===== config.mk =====
export PLATFORM = sky130hd
export DESIGN_NAME = serial_port_regs
export DESIGN_NICKNAME = d
export VERILOG_FILES = /design/src/rtl/ser_port_pkg.sv /design/src/rtl/ser_tx.sv /design/src/rtl/ser_rx.sv /design/src/rtl/serial_port_regs.sv
export SDC_FILE = /design/constraint.sdc
export NUM_CORES = 1
export LEC_CHECK = 0
export BUFFER_PORTS_ARGS = -buffer_cell sky130_fd_sc_hd__buf_2
export CORE_MARGIN = 5
export CORE_UTILIZATION = 56
export DETAILED_ROUTE_END_ITERATION = 7
export PLACE_DENSITY = 0.81
export SLEW_MARGIN = 20
export SYNTH_ARGS = -nofsm -noshare
export SYNTH_HDL_FRONTEND = slang
export SYNTH_SLANG_ARGS = --single-unit
export TNS_END_PERCENT = 30

===== constraint.sdc =====
create_clock -name clk -period 2.5 [get_ports clk]
set_clock_uncertainty 0.05 [all_clocks]
set_input_delay 0.125 -clock clk [delete_from_list [all_inputs] [get_ports clk]]
set_output_delay 0.125 -clock clk [all_outputs]
set_load 0.02 [all_outputs]

===== src/rtl/ser_port_pkg.sv =====
package ser_port_pkg;

   localparam logic [7:0] OFS_CFG = 8'h10;
   localparam logic [7:0] OFS_TXC = 8'h12;
   localparam logic [7:0] OFS_RXC = 8'h14;
   localparam logic [7:0] OFS_RXD = 8'h16;
   localparam logic [7:0] OFS_TXD = 8'h18;

   localparam logic [7:0] CFG_RESET = 8'hC2;

   // packed in register bit order, MSB first
   typedef struct packed {
      logic [1:0] width;
      logic       par_en;
      logic       par_even;
      logic       clk_sel;
      logic [1:0] rate;
      logic       loop;
   } cfg_t;

   typedef struct packed {
      logic en;
      logic ie;
      logic stop2;
      logic brk;
      logic force_ch;
      logic fval;
   } txc_t;

   function automatic int unsigned rate_div(input logic [1:0] r);
      case (r)
         2'b00:   return 1;
         2'b01:   return 16;
         2'b10:   return 32;
         default: return 64;
      endcase
   endfunction

   function automatic logic [3:0] char_bits(input logic [1:0] w);
      return 4'd5 + {2'b00, w};
   endfunction

endpackage


===== src/rtl/ser_tx.sv =====
module ser_tx
   import ser_port_pkg::*;
#(
   parameter int CW = 9
) (
   input  logic          clk,
   input  logic          rst_n,
   input  logic          en,
   input  logic [1:0]    width,
   input  logic          par_en,
   input  logic          par_even,
   input  logic          stop2,
   input  logic [CW-1:0] bit_len,
   input  logic          wr,
   input  logic [7:0]    wdata,
   output logic          hold_full,
   output logic [7:0]    hold_q,
   output logic          line
);
   localparam int FW = 12;

   logic [FW-1:0] frame_c, shreg_q;
   logic [3:0]    total_c, left_q;
   logic [CW-1:0] cnt_q, len_q;
   logic          busy_q, last_tick, load;
   logic [3:0]    nb;
   logic [7:0]    dm;
   logic          par_bit;

   always_comb begin
      nb = char_bits(width);
      for (int i = 0; i < 8; i++) dm[i] = hold_q[i] & (4'(i) < nb);
      par_bit = par_even ? ^dm : ~^dm;
      frame_c = '1;
      frame_c[0] = 1'b0;
      for (int i = 0; i < 8; i++)
         if (4'(i) < nb) frame_c[i+1] = dm[i];
      for (int i = 1; i < FW; i++)
         if (par_en && (4'(i) == nb + 4'd1)) frame_c[i] = par_bit;
      total_c = 4'd2 + nb + {3'b000, par_en} + {3'b000, stop2};
   end

   assign last_tick = busy_q && (cnt_q == len_q - 1'b1) && (left_q == 4'd1);
   assign load      = hold_full && en && (!busy_q || last_tick);

   always_ff @(posedge clk or negedge rst_n) begin
      if (!rst_n) begin
         hold_full <= 1'b0;
         hold_q    <= '0;
      end else if (wr && en && !hold_full) begin
         hold_full <= 1'b1;
         hold_q    <= wdata;
      end else if (load) begin
         hold_full <= 1'b0;
      end
   end

   always_ff @(posedge clk or negedge rst_n) begin
      if (!rst_n) begin
         busy_q  <= 1'b0;
         shreg_q <= '1;
         left_q  <= '0;
         cnt_q   <= '0;
         len_q   <= '0;
      end else if (load) begin
         busy_q  <= 1'b1;
         shreg_q <= frame_c;
         left_q  <= total_c;
         cnt_q   <= '0;
         len_q   <= bit_len;
      end else if (busy_q) begin
         if (cnt_q == len_q - 1'b1) begin
            cnt_q   <= '0;
            shreg_q <= {1'b1, shreg_q[FW-1:1]};
            left_q  <= left_q - 4'd1;
            if (left_q == 4'd1) busy_q <= 1'b0;
         end else begin
            cnt_q <= cnt_q + 1'b1;
         end
      end
   end

   assign line = busy_q ? shreg_q[0] : 1'b1;

endmodule


===== src/rtl/ser_rx.sv =====
module ser_rx
   import ser_port_pkg::*;
#(
   parameter int CW          = 9,
   parameter int SYNC_STAGES = 2
) (
   input  logic          clk,
   input  logic          rst_n,
   input  logic          en,
   input  logic [1:0]    width,
   input  logic          par_en,
   input  logic          par_even,
   input  logic [CW-1:0] bit_len,
   input  logic          line_in,
   output logic          done,
   output logic [7:0]    data,
   output logic          par_err,
   output logic          frm_err
);
   typedef enum logic [1:0] {S_IDLE, S_START, S_BITS, S_STOP} rx_state_t;

   logic          s_line, s_prev;
   rx_state_t     st_q;
   logic [CW-1:0] cnt_q, len_q;
   logic [3:0]    idx_q, nb_q, last_idx;
   logic          pen_q, even_q, pbit_q;
   logic [7:0]    sh_q;

   generate
      if (SYNC_STAGES == 0) begin : g_nosync
         assign s_line = line_in;
      end else begin : g_sync
         logic [SYNC_STAGES-1:0] sy_q;
         always_ff @(posedge clk or negedge rst_n) begin
            if (!rst_n) sy_q <= '1;
            else        sy_q <= {sy_q[SYNC_STAGES-2:0], line_in};
         end
         assign s_line = sy_q[SYNC_STAGES-1];
      end
   endgenerate

   assign last_idx = nb_q + {3'b000, pen_q} - 4'd1;

   always_ff @(posedge clk or negedge rst_n) begin
      if (!rst_n) begin
         s_prev  <= 1'b1;
         st_q    <= S_IDLE;
         cnt_q   <= '0;
         len_q   <= '0;
         idx_q   <= '0;
         nb_q    <= 4'd8;
         pen_q   <= 1'b0;
         even_q  <= 1'b0;
         pbit_q  <= 1'b0;
         sh_q    <= '0;
         done    <= 1'b0;
         data    <= '0;
         par_err <= 1'b0;
         frm_err <= 1'b0;
      end else begin
         s_prev <= s_line;
         done   <= 1'b0;
         if (!en) begin
            st_q <= S_IDLE;
         end else begin
            case (st_q)
               S_IDLE: if (s_prev && !s_line) begin
                  st_q   <= S_START;
                  cnt_q  <= '0;
                  len_q  <= bit_len;
                  nb_q   <= char_bits(width);
                  pen_q  <= par_en;
                  even_q <= par_even;
               end
               S_START: begin
                  if (cnt_q == (len_q >> 1) - 1'b1) begin
                     cnt_q <= '0;
                     idx_q <= '0;
                     sh_q  <= '0;
                     st_q  <= s_line ? S_IDLE : S_BITS;
                  end else begin
                     cnt_q <= cnt_q + 1'b1;
                  end
               end
               S_BITS: begin
                  if (cnt_q == len_q - 1'b1) begin
                     cnt_q <= '0;
                     if (idx_q < nb_q) sh_q[idx_q[2:0]] <= s_line;
                     else              pbit_q <= s_line;
                     idx_q <= idx_q + 4'd1;
                     if (idx_q == last_idx) st_q <= S_STOP;
                  end else begin
                     cnt_q <= cnt_q + 1'b1;
                  end
               end
               default: begin
                  if (cnt_q == len_q - 1'b1) begin
                     cnt_q   <= '0;
                     st_q    <= S_IDLE;
                     done    <= 1'b1;
                     data    <= sh_q;
                     frm_err <= !s_line;
                     par_err <= pen_q && (pbit_q != (even_q ? ^sh_q : ~^sh_q));
                  end else begin
                     cnt_q <= cnt_q + 1'b1;
                  end
               end
            endcase
         end
      end
   end

endmodule


===== src/rtl/serial_port_regs.sv =====
module serial_port_regs
   import ser_port_pkg::*;
#(
   parameter int PRESCALE    = 4,
   parameter int SYNC_STAGES = 2
) (
   input  logic       clk,
   input  logic       rst_n,
   input  logic [7:0] addr,
   input  logic       wr_en,
   input  logic       rd_en,
   input  logic [7:0] wdata,
   output logic [7:0] rdata,
   input  logic       rxd,
   output logic       txd,
   output logic       rx_irq,
   output logic       tx_irq
);
   localparam int MAX_LEN = 64 * PRESCALE;
   localparam int CW      = $clog2(MAX_LEN + 1);

   generate
      if (PRESCALE < 2) begin : g_bad_prescale
         $error("PRESCALE must be at least 2");
      end
      if (SYNC_STAGES == 1 || SYNC_STAGES > 4) begin : g_bad_sync
         $error("SYNC_STAGES must be 0, 2, 3 or 4");
      end
   endgenerate

   cfg_t          cfg_q;
   txc_t          txc_q;
   logic          rx_en_q, rx_ie_q;
   logic          rx_ca, rx_ove, rx_pe, rx_fe;
   logic [7:0]    rbuf_q;
   logic [CW-1:0] bit_len;

   logic wr_cfg, wr_txc, wr_rxc, wr_txd, rd_rxd, rd_rxs;
   logic hold_full, tx_line, line_int, rx_in, loop_on, brk_on;
   logic [7:0] hold_q, rx_data;
   logic rx_done, rx_perr, rx_ferr, ca_eff;

   assign wr_cfg = wr_en && (addr == OFS_CFG);
   assign wr_txc = wr_en && (addr == OFS_TXC);
   assign wr_rxc = wr_en && (addr == OFS_RXC);
   assign wr_txd = wr_en && (addr == OFS_TXD);
   assign rd_rxd = rd_en && (addr == OFS_RXD);
   assign rd_rxs = rd_en && (addr == OFS_RXC);

   always_comb begin
      bit_len = CW'(rate_div(cfg_q.rate) * PRESCALE);
   end

   always_ff @(posedge clk or negedge rst_n) begin
      if (!rst_n) begin
         cfg_q   <= cfg_t'(CFG_RESET);
         txc_q   <= '{en: 1'b1, default: 1'b0};
         rx_en_q <= 1'b1;
         rx_ie_q <= 1'b0;
      end else begin
         if (wr_cfg) cfg_q <= cfg_t'(wdata);
         if (wr_txc) txc_q <= '{en: wdata[7], ie: wdata[6], stop2: wdata[4],
                                brk: wdata[3], force_ch: wdata[2], fval: wdata[1]};
         if (wr_rxc) begin
            rx_en_q <= wdata[7];
            rx_ie_q <= wdata[6];
         end
      end
   end

   ser_tx #(.CW(CW)) tx_i (
      .clk      (clk),
      .rst_n    (rst_n),
      .en       (txc_q.en),
      .width    (cfg_q.width),
      .par_en   (cfg_q.par_en),
      .par_even (cfg_q.par_even),
      .stop2    (txc_q.stop2),
      .bit_len  (bit_len),
      .wr       (wr_txd),
      .wdata    (wdata),
      .hold_full(hold_full),
      .hold_q   (hold_q),
      .line     (tx_line)
   );

   assign loop_on  = cfg_q.loop;
   assign brk_on   = txc_q.brk;
   assign line_int = txc_q.brk ? 1'b0 : (txc_q.force_ch ? txc_q.fval : tx_line);
   assign txd      = loop_on ? 1'b1 : line_int;
   assign rx_in    = loop_on ? line_int : rxd;

   ser_rx #(.CW(CW), .SYNC_STAGES(SYNC_STAGES)) rx_i (
      .clk     (clk),
      .rst_n   (rst_n),
      .en      (rx_en_q),
      .width   (cfg_q.width),
      .par_en  (cfg_q.par_en),
      .par_even(cfg_q.par_even),
      .bit_len (bit_len),
      .line_in (rx_in),
      .done    (rx_done),
      .data    (rx_data),
      .par_err (rx_perr),
      .frm_err (rx_ferr)
   );

   assign ca_eff = rx_ca && !rd_rxd;

   always_ff @(posedge clk or negedge rst_n) begin
      if (!rst_n) begin
         rx_ca  <= 1'b0;
         rx_ove <= 1'b0;
         rx_pe  <= 1'b0;
         rx_fe  <= 1'b0;
         rbuf_q <= '0;
      end else begin
         if (rd_rxd) rx_ca <= 1'b0;
         if (rd_rxs) begin
            rx_ove <= 1'b0;
            rx_pe  <= 1'b0;
            rx_fe  <= 1'b0;
         end
         if (rx_done) begin
            if (ca_eff) begin
               rx_ove <= 1'b1;
            end else begin
               rx_ca  <= 1'b1;
               rbuf_q <= rx_data;
               if (rx_perr) rx_pe <= 1'b1;
               if (rx_ferr) rx_fe <= 1'b1;
            end
         end
      end
   end

   always_comb begin
      case (addr)
         OFS_CFG: rdata = cfg_q;
         OFS_TXC: rdata = {txc_q.en, txc_q.ie, 1'b0, txc_q.stop2, txc_q.brk,
                           txc_q.force_ch, txc_q.fval, !hold_full};
         OFS_RXC: rdata = {rx_en_q, rx_ie_q, 1'b0, rx_ca, rx_fe, rx_pe, rx_ove,
                           rx_ove | rx_pe | rx_fe};
         OFS_RXD: rdata = rbuf_q;
         default: rdata = 8'h00;
      endcase
   end

   assign rx_irq = rx_en_q && rx_ie_q && rx_ca;
   assign tx_irq = txc_q.en && txc_q.ie && !hold_full;

endmodule


==> results.md <==
- Outcome: finished with violations
- Violations in the final reports: setup timing
- Biggest area consumer among synthesized cells: dfrtp_1
- Total wire length: between 15000 and 20000 microns
- Level count of the clock H-tree: 4
- Share of synthesized area occupied by flip-flops and latches: roughly 46%
- Setup repair after global routing missed its margin: yes
- Most used standard cell by instance count after synthesis: dfrtp_1
- Core area: about 11000 sq um
- Share of final-layout standard cells stronger than drive strength 1: 28.4%
- Initial core utilization: between 50% and 60%
- Num rows: 38
- Area share of the leading cell type in the synthesized netlist: 37.1%
- Io pins: 32
- Post-synth design cell area: between 6000 and 7000 sq um
- Placed wire-length estimate: 10300 microns
- Root buffer cell: clkbuf_16
- Final setup TNS: -0.303 ns
- Setup slack after layout: -0.133 ns
- Startpoint-to-endpoint class of the critical path: reg2reg
- Sequential cell fraction of total power: 39.4%
- Global-route wire length before repair: 25900 microns
- Setup Viol. Count Final: 6
- Buffers from clock root to sink, at most: 2
- Final number of hold-violating endpoints: 0
- Number of global-route vias before repair: ~5200
- Final antenna-violating net count: 0
- Tcrit/Tclk final: 105%
- Avg Cell Area, Syn: between 10 and 15 sq um
- Clock power frac: ~44%
- CTS sink count: roughly 120
- Fin Hold WS: approximately 0.07 ns
- Gpl congestion: roughly 0.92
- Maximum net fanout on the critical path: 7
- Overall die area: between 10000 and 15000 sq um
- Slowest cell on crit path: a2111o_2
- Relative slew slack: between 50% and 60%
- Classification of the worst-slack hold path: in2reg
- First-pass DRT Iterations: 6
- P&R area growth vs syn: 22.2%
- Y dimension of the die: around 120 microns
- Max IR drop VDD: 606 uV
- Register clock-pin slew on the reported worst setup and hold paths: approximately 0.050 ns
- Period minus WS final: roughly 2.6 ns
- Vias post-DR: around 5000
- Post-synth top cells: 94 x dfrtp_1, 64 x nand2_1, 42 x nor2_1
- Async SR Flop Fraction: 100%
- Avg Vias per Cell: between 6 and 7
- Most instantiated flip-flop cell in the synthesis netlist: dfrtp_1
- Biggest cell delay along the critical path: 0.49 ns
- Net Count, Synth: 664
- Psw: 1.65 mW
- Cell-by-cell listing of the critical path: inv_1, ha_4, xor3_1, a2111oi_4, nand3_2, a2111o_2, a221oi_2, o22ai_1
- Post-synth EDFFs: 0
- Horiz. Die Dim: between 100 and 150 microns
- Part of the power in combinational logic: 17.1%
- Worst setup EP type: flop
- PnR Total Power: between 6 and 7 mW
- Register bit total from synthesis: between 100 and 150
- Slew at the pin with the worst max-slew slack: between 0.6 and 0.7 ns
- Total clock buffers created by CTS: 17
- Post-Place Setup Slack: -0.149 ns
- Number of antenna violations at the first check in global routing: 0
- Total number of yosys warnings: 0
- Maximum number of pins on one net before global-route repair: 56
- Global-route congestion overflow total: 0
- Largest cells by area after synthesis: dfrtp_1 37%, dfstp_2 8.7%, mux2_2 6.6%, ha_1 5.1%, nand2_1 3.8%
- Number of nets at the end of the flow: 735
- Insertion delay to the later sink of the worst-skew pair: 0.42 ns
- Total of buffers placed on input and output ports: 31
- Net switching fraction of the power: 27.4%
- Number of unique standard cell types used by synthesis: 62
- Power Dens Cells: between 700 and 800 nW/um^2
- CP Launch Type: flop
- Remaining DRCs: 0
- Number of pins exceeding their max-slew limit in the final report: 0
- Number of instances in the synthesized netlist: 616
- Diodes inserted: 0
- Drt first-iter violations: 390
- Leakage dissipation: about 3.5 nW
- Maximum capacitance violations: 0
- Routed wire per std cell: between 15 and 20 microns
- Peak clock frequency supported by timing: between 300 and 400 MHz
- Clock tree from TritonCTS: done
- Data arrival time of the critical path: approximately 2.9 ns
- Tot GR Track Use: ~25%
- Int Pwr: roughly 4.4 mW
- Worst endpoint required time: ~2.7 ns
[stage by stage]
stage	utilization, %	instances	cell area, sq um
after CTS	69.4	837	7630
after global placement	62.1	793	6820
after detailed placement	62.1	793	6820
final	70.5	840	7740
after global routing	70.5	840	7740
after floorplan	-	616	6340
[cells by family after synthesis]
kind of cell,after synthesis,synth area share (%)
and+or+nand+nor,196,15.5
AOI/OAI and AO/OA,122,13.0
DFF,115,45.8
buffers and inverters,64,3.79
xor gates and xnor gates,47,7.41
muxes,45,9.02
adders and majority gates,27,5.45
[sequential cells by signal, summed over array words and instances, names as in the netlist, 2 cells and up]
register and count:
tx_i.shreg_q 12, rx_i.cnt_q 9, tx_i.cnt_q 9, rbuf_q 8
rx_i.data 8, rx_i.sh_q 8, tx_i.hold_q 8, cfg_q 7
txc_q 5, rx_i.idx_q 4, rx_i.len_q 4, rx_i.nb_q 4
tx_i.left_q 4, tx_i.len_q 4, rx_i.g_sync.sy_q 2, rx_i.st_q 2
[power groups by stage]
stage | combinational, mW | clock (mW) | sequential [mW]
after floorplan | 0.718 | 0 | 2.30
after global routing | 1.15 | 2.75 | 2.40
final | 1.03 | 2.62 | 2.37
after detailed placement | 0.942 | 0 | 2.39
after CTS | 0.984 | 2.65 | 2.36
after global placement | 0.895 | 0 | 2.37
[final cells by class]
class,instances,area (sq um)
Fill cell,695,3240
Clock inverter,12,178
Tap cell,140,175
Timing Repair Buffer,78,559
Clock buffer,20,467
Inverter,38,143
Multi-Input combinational cell,437,3320
Sequential cell,115,2910
[worst max-delay path, delay by kind of cell, from the launching register on]
kind | cells | cell delay [ns]
compound gates | 4 | 1.40
xor+xnor | 1 | 0.26
fa+ha+maj | 1 | 0.16
buf+inv | 1 | 0.11
flops | 1 | 0.39
simple gates | 1 | 0.14
[metal layers]
| metal | global-route usage [%] | up-vias | wire length [microns] |
|---|---|---|---|
| met5 | 0 | - | 0 |
| met4 | 11.2 | 0 | 549 |
| met3 | 5.85 | 56 | 831 |
| met2 | 40.2 | 212 | 7850 |
| met1 | 31.5 | 2550 | 6510 |
| li1 | - | 2316 | - |
[what timing repair did]
action	CTS	global route
buffers inserted	2	3
resized for setup	9	26
setup endpoints to repair	17	24
endpoints found under the hold margin	59	0
pin swaps	13	5
hold buffers	10	0
[placed cells by master, fill, tap and decap left out, types with 10 or more instances in the layout]
cell type	count
dfrtp_1	93
dfstp_2	21
a21oi_1	20
xor2_1	17
inv_1	36
nand3_1	18
mux2_2	36
o21ai_0	38
dlygate4sd3_1	10
ha_1	23
buf_2	30
nand2_1	63
nor2_1	42
xnor2_1	26
buf_4	34
clkbuf_16	17
a21o_1	10
[path summary, 6_finish.rpt]
path | start | end | slack [ns] | cells after the start
max | rx_i.len_q[6] | rx_i.sh_q[1] | -0.13 | 8
min | rd_en | rx_ca | 0.07 | 3
max reg2reg | rx_i.len_q[6] | rx_i.sh_q[1] | -0.13 | 8
min reg2reg | rx_i.g_sync.sy_q[0] | rx_i.g_sync.sy_q[1] | 0.31 | 0
max in group asynchronous | rst_n | tx_i.shreg_q[8] | 1.44 | 3
min in group asynchronous | rst_n | rx_i.st_q[0] | 0.18 | 2
Note: power is estimated with default switching activity, not from simulation.
